`src/rtl/spi_sclk_pkg.sv`:
```
package spi_sclk_pkg;

  // Control-to-datapath strobes.
  typedef struct packed {
    logic load;  // capture the divider settings
    logic run;   // advance the half-period counter
  } divCtlT;

  // Width needed to hold the largest half period of either law.
  function automatic int halfWidth(input int linW, input int powW);
    int linNeed;
    int powNeed;
    linNeed = linW + 1;
    powNeed = 2 ** powW;
    return (linNeed > powNeed) ? linNeed : powNeed;
  endfunction

endpackage

```
`src/rtl/sclk_div_path.sv`:
```
module sclk_div_path
  import spi_sclk_pkg::*;
#(
  parameter int LIN_W  = 8,
  parameter int POW_W  = 4,
  parameter int HALF_W = 16
) (
  input  logic             clk,
  input  logic             rstN,
  input  divCtlT           ctl,
  input  logic             rateSel,
  input  logic [LIN_W-1:0] linDiv,
  input  logic [POW_W-1:0] powDiv,
  output logic             tick
);

  logic [HALF_W-1:0] halfLenQ;
  logic [HALF_W-1:0] halfLenD;
  logic [HALF_W-1:0] countQ;

  // Half period in module clocks for the selected law.
  always_comb begin
    if (rateSel) halfLenD = HALF_W'(linDiv) + HALF_W'(1);
    else         halfLenD = HALF_W'(1) << powDiv;
  end

  always_ff @(posedge clk or negedge rstN) begin
    if (!rstN)         halfLenQ <= HALF_W'(1);
    else if (ctl.load) halfLenQ <= halfLenD;
  end

  assign tick = ctl.run && (countQ == (halfLenQ - HALF_W'(1)));

  always_ff @(posedge clk or negedge rstN) begin
    if (!rstN)         countQ <= '0;
    else if (!ctl.run) countQ <= '0;
    else if (tick)     countQ <= '0;
    else               countQ <= countQ + HALF_W'(1);
  end

endmodule

```
`src/rtl/sclk_edge_ctl.sv`:
```
module sclk_edge_ctl
  import spi_sclk_pkg::*;
(
  input  logic   clk,
  input  logic   rstN,
  input  logic   enable,
  input  logic   cpol,
  input  logic   cpha,
  input  logic   tick,
  output divCtlT ctl,
  output logic   sclk,
  output logic   shiftStb,
  output logic   sampleStb
);

  logic cpolQ;
  logic cphaQ;
  logic phaseQ;   // 0 before a leading edge, 1 before a trailing edge

  always_comb begin
    ctl.load = !enable;
    ctl.run  = enable;
  end

  always_ff @(posedge clk or negedge rstN) begin
    if (!rstN) begin
      cpolQ <= 1'b0;
      cphaQ <= 1'b0;
    end else if (!enable) begin
      cpolQ <= cpol;
      cphaQ <= cpha;
    end
  end

  always_ff @(posedge clk or negedge rstN) begin
    if (!rstN) begin
      phaseQ    <= 1'b0;
      shiftStb  <= 1'b0;
      sampleStb <= 1'b0;
    end else if (!enable) begin
      phaseQ    <= 1'b0;
      shiftStb  <= 1'b0;
      sampleStb <= 1'b0;
    end else begin
      if (tick) phaseQ <= ~phaseQ;
      // Leading edge (phaseQ=0) samples when cpha=0; trailing when cpha=1.
      sampleStb <= tick && (phaseQ == cphaQ);
      shiftStb  <= tick && (phaseQ != cphaQ);
    end
  end

  assign sclk = cpolQ ^ phaseQ;

endmodule

```
`src/rtl/spi_sclk_gen.sv`:
```
module spi_sclk_gen
  import spi_sclk_pkg::*;
#(
  parameter int LIN_W = 8,
  parameter int POW_W = 4
) (
  input  logic             clk,
  input  logic             rstN,
  input  logic             enable,
  input  logic             rateSel,
  input  logic [LIN_W-1:0] linDiv,
  input  logic [POW_W-1:0] powDiv,
  input  logic             cpol,
  input  logic             cpha,
  output logic             sclk,
  output logic             shiftStb,
  output logic             sampleStb
);

  localparam int HALF_W = halfWidth(LIN_W, POW_W);

  divCtlT divCtl;
  logic   tick;

  sclk_edge_ctl u_ctl (
    .clk       (clk),
    .rstN      (rstN),
    .enable    (enable),
    .cpol      (cpol),
    .cpha      (cpha),
    .tick      (tick),
    .ctl       (divCtl),
    .sclk      (sclk),
    .shiftStb  (shiftStb),
    .sampleStb (sampleStb)
  );

  sclk_div_path #(
    .LIN_W  (LIN_W),
    .POW_W  (POW_W),
    .HALF_W (HALF_W)
  ) u_path (
    .clk     (clk),
    .rstN    (rstN),
    .ctl     (divCtl),
    .rateSel (rateSel),
    .linDiv  (linDiv),
    .powDiv  (powDiv),
    .tick    (tick)
  );

endmodule

```
`config.mk`:
```
export PLATFORM = sky130hd
export DESIGN_NAME = spi_sclk_gen
export DESIGN_NICKNAME = d
export VERILOG_FILES = /design/src/rtl/spi_sclk_pkg.sv /design/src/rtl/sclk_div_path.sv /design/src/rtl/sclk_edge_ctl.sv /design/src/rtl/spi_sclk_gen.sv
export SDC_FILE = /design/constraint.sdc
export NUM_CORES = 1
export LEC_CHECK = 0
export ABC_CLOCK_PERIOD_IN_PS = 2940
export BUFFER_PORTS_ARGS = -buffer_cell sky130_fd_sc_hd__buf_2
export CAP_MARGIN = 20
export CORE_MARGIN = 4
export CORE_UTILIZATION = 54
export DETAILED_ROUTE_END_ITERATION = 12
export GPL_TIMING_DRIVEN = 0
export PLACE_DENSITY_LB_ADDON = 0.2
export SYNTH_ARGS = -nofsm -noshare
export SYNTH_HDL_FRONTEND = slang
export SYNTH_SLANG_ARGS = --single-unit
```
`constraint.sdc`:
```
create_clock -name clk -period 2.94 [get_ports clk]
set_input_delay 0.441 -clock clk [delete_from_list [all_inputs] [get_ports clk]]
set_output_delay 0.441 -clock clk [all_outputs]
set_load 0.05 [all_outputs]
```
Word-level counts from Yosys, hierarchy flattened
Index checks and enable logic that the tools add are counted.
{ "word_totals": {"ff_bits": 37} }
{ "op_classes": {"n_addsub": 3, "n_eq_ne": 4, "n_shift": 1, "mux": 7, "bitwise_logic": 2, "n_reduce_logical": 3} }
{ "op_table": {"columns": ["op", "n"], "rows": [
  ["$mux W16", 3],
  ["$add A16 B1 Y16 const B", 1],
  ["$eq A16 B16 Y1", 1],
  ["$shl A1 B4 Y16 const A", 1],
  ["$sub A16 B1 Y16 const B", 1],
  ["$add A8 B1 Y9 const B", 1],
  ["$mux W1", 4],
  ["$logic_and A1 B1 Y1", 3],
  ["$ne A2 B1 Y1 const B", 1],
  ["$eq A1 B1 Y1", 1],
  ["$ne A1 B1 Y1", 1],
  ["$not A1 Y1", 1],
  ["$xor A1 B1 Y1", 1]
]} }

Depth between registers and ports, before layout
Gate-level depths: netlist of the first run.
{ "logic_depth": {"ltp_word": 5, "depth_mapped": 10, "mapped_depth_nobuf": 8} }

Hierarchy
Synthesis of the first run repeated with hierarchy kept, for this count alone.
{ "unflattened": {"hier_cells": 277, "hier_area_um2": 2406.1} }
{ "modules_own_cells": {"columns": ["mod", "n_inst", "cells_per_inst", "area_each_um2"], "rows": [
  ["sclk_div_path", 1, 261, 2200.9],
  ["sclk_edge_ctl", 1, 16, 205.2]
]} }

Worst setup path after synthesis of the first run
OpenSTA, ideal clock, no wires.
{ "synth_path": {"kind": "flip-flop to flip-flop", "from": "register u_path.halfLenQ[1]", "to": "register u_path.countQ[6]", "setup_time_ps": 123, "arrival_ps": 2680, "required_time_ps": 2817, "path_slack_ps": 137, "stages_incl_launch_ff": 11, "path_buffers": 2, "period_less_slack_ps": 2803, "cell_sequence": "dfrtp_1 > inv_1 > ha_1 > or4b_1 > buf_2 > or4_1 > nand3_1 > nand4b_4 > nor4_4 > buf_6 > nor3b_2"} }
{ "synth_via": {"elab_chain_cells": 5} }
{ "synth_lines": {"columns": ["element", "line", "text"], "rows": [
  ["from (decl)", "sclk_div_path.sv:17", "logic [HALF_W-1:0] halfLenQ;"],
  ["from (signal assigned)", "sclk_div_path.sv:29", "else if (ctl.load) halfLenQ <= halfLenD;"],
  ["$sub A16 B1 Y16", "sclk_div_path.sv:32", "assign tick = ctl.run && (countQ == (halfLenQ - HALF_W'(1)));"],
  ["$eq A16 B16 Y1", "sclk_div_path.sv:32", null],
  ["$logic_and A1 B1 Y1", "sclk_div_path.sv:32", null],
  ["$mux W16", "sclk_div_path.sv:37", "else if (tick) countQ <= '0;"],
  ["$mux W16", "sclk_div_path.sv:36", "else if (!ctl.run) countQ <= '0;"],
  ["to (signal assigned)", "sclk_div_path.sv:38", "else countQ <= countQ + HALF_W'(1);"],
  ["to (decl)", "sclk_div_path.sv:19", "logic [HALF_W-1:0] countQ;"]
]} }
Every way passes these cells.
A chain may end at the register's enable or synchronous reset.

Worst setup path in the final report of the first run
{ "layout_path": {"from": "register u_path.halfLenQ[1]", "to": "register u_path.countQ[0]"} }
Same word-level chain as after synthesis.

==> results of run 1 <==
## registers in the layout (all words and copies together), names as in the netlist
signal and count:
u_path.countQ 16, u_path.halfLenQ 16, u_ctl.cphaQ 1, u_ctl.cpolQ 1, u_ctl.phaseQ 1, u_ctl.sampleStb 1
u_ctl.shiftStb 1
## synth_stat cells, types with 2 or more instances
library cell | number | area, µm²
sky130_fd_sc_hd__dfrtp_1 | 36 | 901
sky130_fd_sc_hd__xor2_1 | 21 | 184
sky130_fd_sc_hd__xnor2_1 | 19 | 166
sky130_fd_sc_hd__nand3_1 | 13 | 65.1
sky130_fd_sc_hd__clkbuf_1 | 10 | 37.5
sky130_fd_sc_hd__nor3b_2 | 10 | 125
sky130_fd_sc_hd__and3_1 | 9 | 56.3
sky130_fd_sc_hd__nand2_1 | 9 | 33.8
sky130_fd_sc_hd__a21oi_1 | 8 | 40.0
sky130_fd_sc_hd__inv_1 | 8 | 30.0
sky130_fd_sc_hd__nor3b_1 | 8 | 60.1
sky130_fd_sc_hd__nor4_1 | 6 | 37.5
sky130_fd_sc_hd__a221oi_1 | 5 | 43.8
sky130_fd_sc_hd__a22o_1 | 5 | 43.8
sky130_fd_sc_hd__nor3_1 | 5 | 25.0
sky130_fd_sc_hd__nand2b_1 | 4 | 25.0
sky130_fd_sc_hd__nor2_1 | 4 | 15.0
sky130_fd_sc_hd__o21ai_0 | 4 | 20.0
sky130_fd_sc_hd__ha_1 | 3 | 37.5
sky130_fd_sc_hd__or3_1 | 3 | 18.8
sky130_fd_sc_hd__or4_1 | 3 | 22.5
sky130_fd_sc_hd__a32o_1 | 2 | 20.0
sky130_fd_sc_hd__a32oi_1 | 2 | 17.5
sky130_fd_sc_hd__and3b_1 | 2 | 17.5
sky130_fd_sc_hd__buf_2 | 2 | 10.0
sky130_fd_sc_hd__mux2_2 | 2 | 22.5
sky130_fd_sc_hd__nand4_1 | 2 | 12.5
sky130_fd_sc_hd__nor2b_1 | 2 | 12.5
sky130_fd_sc_hd__o211ai_1 | 2 | 15.0
sky130_fd_sc_hd__o31ai_1 | 2 | 15.0
sky130_fd_sc_hd__or4b_1 | 2 | 20.0
## stage by stage
step / TNS, ns / instances
after floorplan: 0 / 237
after global routing: 0 / 319
final: 0 / 319
after global placement: -2.30 / 309
after detailed placement: -2.84 / 309
after CTS: 0 / 319
## metal layers
layer | share of wire (%) | wire length, µm
met1 | 49 | 2540
met2 | 47 | 2390
met3 | 2.8 | 143
met4 | 1.3 | 65
met5 | 0 | 0
## what timing repair did
action	4_1_cts	5_1_grt
resized for setup	0	8
hold buffers	0	0
endpoints found under the setup margin	19	17
pin swaps	1	3
buffers inserted	2	1
## report_power, final
group          internal, W  switching (W)
logic            0.0000869       0.000117
registers         0.000531      0.0000283
clock network     0.000212       0.000181
total             0.000830       0.000326
## layout make-up
class                           count  share of cell area (%)
Multi-Input combinational cell    178                    51.5
Sequential cell                    37                    34.1
Timing Repair Buffer               23                    4.64
Clock buffer                        7                    3.54
Buffer                             13                    2.57
Tap cell                           52                    2.39
Inverter                            8                    1.10
Clock inverter                      1                   0.184
## logic make-up after synthesis
family / count (synthesis) / synth area share, %
AND/OR/NAND/NOR: 91 / 26.9
XOR/XNOR: 41 / 15.4
AO/OA/AOI/OAI: 40 / 12.5
flip-flops: 37 / 38.4
buffers and inverters: 22 / 3.83
multiplexers: 3 / 1.35
adder cells (fa/ha/maj): 3 / 1.55
## how the worst max path moves through the flow
stage               depth (start not counted)                from                to
global route                                9  u_path.halfLenQ[8]  u_path.countQ[4]
CTS                                         9  u_path.halfLenQ[2]  u_path.countQ[8]
floorplan                                  10  u_path.halfLenQ[1]  u_path.countQ[6]
global placement                           10  u_path.halfLenQ[1]  u_path.countQ[9]
detailed placement                         10  u_path.halfLenQ[1]  u_path.countQ[8]
finish                                     11  u_path.halfLenQ[1]  u_path.countQ[0]
## worst max-delay path: stages, from the launching register on
cell and delay [ns]:
sky130_fd_sc_hd__dfrtp_1 0.41, sky130_fd_sc_hd__inv_1 0.09, sky130_fd_sc_hd__ha_2 0.19, sky130_fd_sc_hd__or4b_1 0.44, sky130_fd_sc_hd__buf_4 0.18, sky130_fd_sc_hd__or4_1 0.49, sky130_fd_sc_hd__nand3_2 0.11, sky130_fd_sc_hd__nand4b_4 0.12
sky130_fd_sc_hd__nor4_4 0.30, sky130_fd_sc_hd__buf_6 0.17, sky130_fd_sc_hd__buf_12 0.14, sky130_fd_sc_hd__nor3b_2 0.05
==> results.toml, run 1 <==
[status]
outcome = "finished clean"

[synthesis]
top_flip_flop_cell_by_instance_count_after_synthesis = "sky130_fd_sc_hd__dfrtp_1"
yosysUniqueCellTypes = 55
synth-edff-count = 0
syn_nets = 258
synth_warnings = 0
ys_seq_elements = 37
async_reset_ff_share_pct = 100
synth_area_per_cell_um2 = 10.2
syn-instance-count = 237
synth_seq_area_share_pct = 38.4
syn_area_um2 = 2420

[global_routing]
maximum_number_of_pins_on_one_net_before_global_route_repair = 38
use_met3_pct = 4.01
global_route.usage.total_pct = 20.7
initial_antenna_violation_count = 0
leftover_overflow_at_the_end_of_global_routing = 0
gr_util_met1_pct = 29.9
grt_first_pass_wirelength_mm = 8.79
busiest_layer = "met2"
grtUsageMet2_pct = 31.3
grt_pass1_vias = 1829

[floorplan]
core-area_um2 = 4350
placementRows = 24
num_io_pins = 21
die_area_um2 = 5610
initial_utilization_pct = 55.5
die-height_um = 74.9
die_width_um = 74.9

[timing]
timing.fmax_ghz = 0.356
setup_viol_count_final = 0
tightestPinTransition_ns = 0.820
fin_skew_ns = 0.00586
period_minus_slack_ns = 2.81
final_report_hold_violation_count = 0
post-route-worst-setup-slack_ns = 0.131
post-route-period-util_pct = 95.6
rsz0062_at_grt = "false"
timing.max_slew.rel_slack_pct = 45.3
slew_viol_final = 0
timing.hold.ws_ns = 0.241

[routing]
drt.antenna.violating_nets = 0
drcViolationCount = 0
wl_mm = 5.15
avgViaCountPerCell = 5.84
routed-via-count = 1862
dr.first_iter.drc_count = 80
detail_route.first_pass.iterations = 4
wl_per_cell_um = 16.1

[place]
detailed_place.area_um2 = 2580
port_buffers = 20
place_worst_setup_slack_ns = -0.219
dp_hpwl_mm = 3.78
finalWeightedCongestion = 0.796

[clocking]
tritoncts.num_buffers = 5
clk-insertion-delay-late_ns = 0.29
cts.root.buffer_cell = "sky130_fd_sc_hd__clkbuf_8"
clk_pin_slew_worst_paths_ns = 0.08
cts_tree = "yes"
tritoncts_num_sinks = 37
htree_num_levels = 2
cts.path.max_buffers = 2

[min_path]
hold_path.class = "in2async"

[run]
max_cap_violations = 0

[setup_path]
cp_data_arrival_time_ns = 2.99
cp_max_fo = 10
start_kind = "register"
critical_path.reg2reg.startpoint = "u_path.halfLenQ[1]"
regToRegSetupSlack_ns = 0.13
timing_worst_setup_path_type = "reg2reg"
worst_reg2reg_endpoint = "u_path.countQ[0]"
critPathRequiredTime_ns = 3.12
timing.critical_path.to_type = "register"
r2r_cells = 11

[power]
max-vdd-ir-drop_v = 0.000272
p_total_w = 0.00116
power.leakage_nw = 1.15
power-per-cell-area_nw_per_um2 = 424

[final_layout]
regArea_um2 = 928
nNetsFinal = 287
layout.cells.most_common_list = "sky130_fd_sc_hd__dfrtp_1 (35), sky130_fd_sc_hd__buf_2 (21), sky130_fd_sc_hd__xor2_1 (21), sky130_fd_sc_hd__xnor2_1 (19), sky130_fd_sc_hd__nand3_1 (12)"
multiInputGateArea_um2 = 1400
most_common_cell_after_layout_fill_and_taps_aside = "sky130_fd_sc_hd__dfrtp_1"
final_layout_size_suffix_gt1_share_pct = 21.3
fill_cells = 371
design_area_um2 = 2730
flow.area_growth_from_synthesis_pct = 12.8
final_core_util_pct = 62.6
diodes = 0
Power figures use the tool's default switching activity.
==> run 2: changes to the inputs <==
--- a/config.mk
+++ b/config.mk
@@ -12,6 +12,7 @@
 export CORE_UTILIZATION = 54
 export DETAILED_ROUTE_END_ITERATION = 12
 export GPL_TIMING_DRIVEN = 0
+export MAX_ROUTING_LAYER = met4
 export PLACE_DENSITY_LB_ADDON = 0.2
 export SYNTH_ARGS = -nofsm -noshare
 export SYNTH_HDL_FRONTEND = slang
==> results.toml, run 2 (same netlist as run 1, synthesis figures left out) <==
[status]
outcome = "finished clean"

[routing]
drt.antenna.violating_nets = 0
routed-via-count = 1848
dr.first_iter.drc_count = 77
avgViaCountPerCell = 5.79
detail_route.first_pass.iterations = 4
drcViolationCount = 0
wl_per_cell_um = 16.1
wl_mm = 5.13

[floorplan]
num_io_pins = 21
die_width_um = 74.9
initial_utilization_pct = 55.5
core-area_um2 = 4350
die-height_um = 74.9
placementRows = 24
die_area_um2 = 5610

[setup_path]
timing.critical_path.slowest_stage_cell = "sky130_fd_sc_hd__or4_1"
cp_max_fo = 10
critical_path_buf_inv_count = 4
timing.critical_path.to_type = "register"
cp_data_arrival_time_ns = 2.99
crit_chain = "inv_1 > ha_2 > or4b_1 > buf_4 > or4_1 > nand3_2 > nand4b_4 > nor4_4 > buf_6 > buf_12 > nor3b_2"
critPathRequiredTime_ns = 3.12
worst_reg2reg_endpoint = "u_path.countQ[0]"
critical_path.reg2reg.startpoint = "u_path.halfLenQ[1]"
critical_path.max_stage_delay_ns = 0.49
r2r_cells = 11
regToRegSetupSlack_ns = 0.13
timing.critical_path.max_delay_family = "simple AND/OR/NAND/NOR gates"
start_kind = "register"
timing_worst_setup_path_type = "reg2reg"

[clocking]
hold_bufs_inserted_after_cts = 0
clk-insertion-delay-late_ns = 0.29
htree_num_levels = 2
tritoncts.num_buffers = 5
clk_pin_slew_worst_paths_ns = 0.08
tritoncts_num_sinks = 37
cts.path.max_buffers = 2
cts.root.buffer_cell = "sky130_fd_sc_hd__clkbuf_8"
cts_tree = "yes"

[final_layout]
most_common_cell_after_layout_fill_and_taps_aside = "sky130_fd_sc_hd__dfrtp_1"
post_layout_nonfiller_instances = 319
final_layout_size_suffix_gt1_share_pct = 21.3
design_area_um2 = 2730
final_core_util_pct = 62.6
nNetsFinal = 287
diodes = 0
flow.area_growth_from_synthesis_pct = 12.8
layout.cells.most_common_list = "sky130_fd_sc_hd__dfrtp_1 (35), sky130_fd_sc_hd__buf_2 (21), sky130_fd_sc_hd__xor2_1 (21), sky130_fd_sc_hd__xnor2_1 (19), sky130_fd_sc_hd__nand3_1 (12)"
reg.largest.list = "u_path.countQ: 16 flops, u_path.halfLenQ: 16 flops"

[timing]
tightestPinTransition_ns = 0.818
rsz0062_at_grt = "false"
timing.fmax_ghz = 0.356
post-route-period-util_pct = 95.6
setup_tns_ns = 0
slew_viol_final = 0
fin_skew_ns = 0.00568
setup_viol_count_final = 0
period_minus_slack_ns = 2.81
final_report_hold_violation_count = 0
timing.max_slew.rel_slack_pct = 45.5

[place]
detailed_place.area_um2 = 2580
port_buffers = 20
dp_hpwl_mm = 3.78
numPlacedInstances = 309
finalWeightedCongestion = 0.807

[global_routing]
maximum_number_of_pins_on_one_net_before_global_route_repair = 38
grt_pass1_vias = 1831
global_route.usage.total_pct = 21.3
leftover_overflow_at_the_end_of_global_routing = 0
grt_first_pass_wirelength_mm = 8.78
initial_antenna_violation_count = 0

[power]
max-vdd-ir-drop_v = 0.000275
power-per-cell-area_nw_per_um2 = 425
power.leakage_nw = 1.15

[min_path]
hold_path.class = "in2async"

[run]
max_cap_violations = 0
-- run 2: cell counts in the layout (fill, tap and decap cells not counted) --
No cell type changed its count.
-- run 2: worst reg2reg max path, delay by kind of cell, from the launching register on --
| family | cells | cell delay [ns] |
|---|---|---|
| simple gates | 6 | 1.51 |
| flops | 1 | 0.41 |
| buf+inv | 4 | 0.60 |
| fa+ha+maj | 1 | 0.19 |
-- run 2: stage by stage --
step | worst slack (ns) | total power [W] | hold WS [ns]
final | 0.129 | 0.00116 | 0.240
after floorplan | 0.137 | 0.000702 | 0.145
after CTS | 0.0460 | 0.00116 | 0.271
after detailed placement | -0.219 | 0.000768 | 0.510
after global placement | -0.189 | 0.000764 | 0.505
after global routing | 0.00713 | 0.00121 | 0.318
-- run 2: cell type report --
type	instances	area, µm²
fill	371	1630
clock inverter	1	5.00
tap	52	65.1
inverter	8	30.0
clock buffer	7	96.3
buffer	13	70.1
sequential	37	928
multi-input combinational	178	1400
timing repair buffer	23	126
-- run 2: per-layer routing --
layer	global-route usage, %	up-vias	wire length [µm]
li1	-	932	-
met1	29.9	884	2530
met3	4.01	7	156
met4	6.32	0	66
met2	31.3	25	2370
met5	-	-	0
-- run 2: timing repair --
item	4_1_cts	5_1_grt
setup buffers	2	1
endpoints found under the hold margin	0	0
resized for setup	0	8
endpoints found under the setup margin	19	17
pin swaps	1	3
-- run 2: how the worst max path moves through the flow --
stage	startpoint	endpoint	slack [ns]	cells past startpoint
2_1_floorplan	u_path.halfLenQ[1]	u_path.countQ[6]	0.14	10
3_3_place_gp	u_path.halfLenQ[1]	u_path.countQ[9]	-0.19	10
3_5_place_dp	u_path.halfLenQ[1]	u_path.countQ[8]	-0.22	10
4_1_cts	u_path.halfLenQ[2]	u_path.countQ[8]	0.05	9
5_1_grt	u_path.halfLenQ[8]	u_path.countQ[4]	0.007	9
6_report	u_path.halfLenQ[1]	u_path.countQ[0]	0.13	11
-- run 2: where the power goes --
group	total (W)	internal [W]	leakage (nW)	switching (W)
sequential	0.000559	0.000531	0.493	0.0000281
clock	0.000394	0.000212	0.0542	0.000182
combinational	0.000204	0.0000869	0.604	0.000117
total	0.00116	0.000830	1.15	0.000327
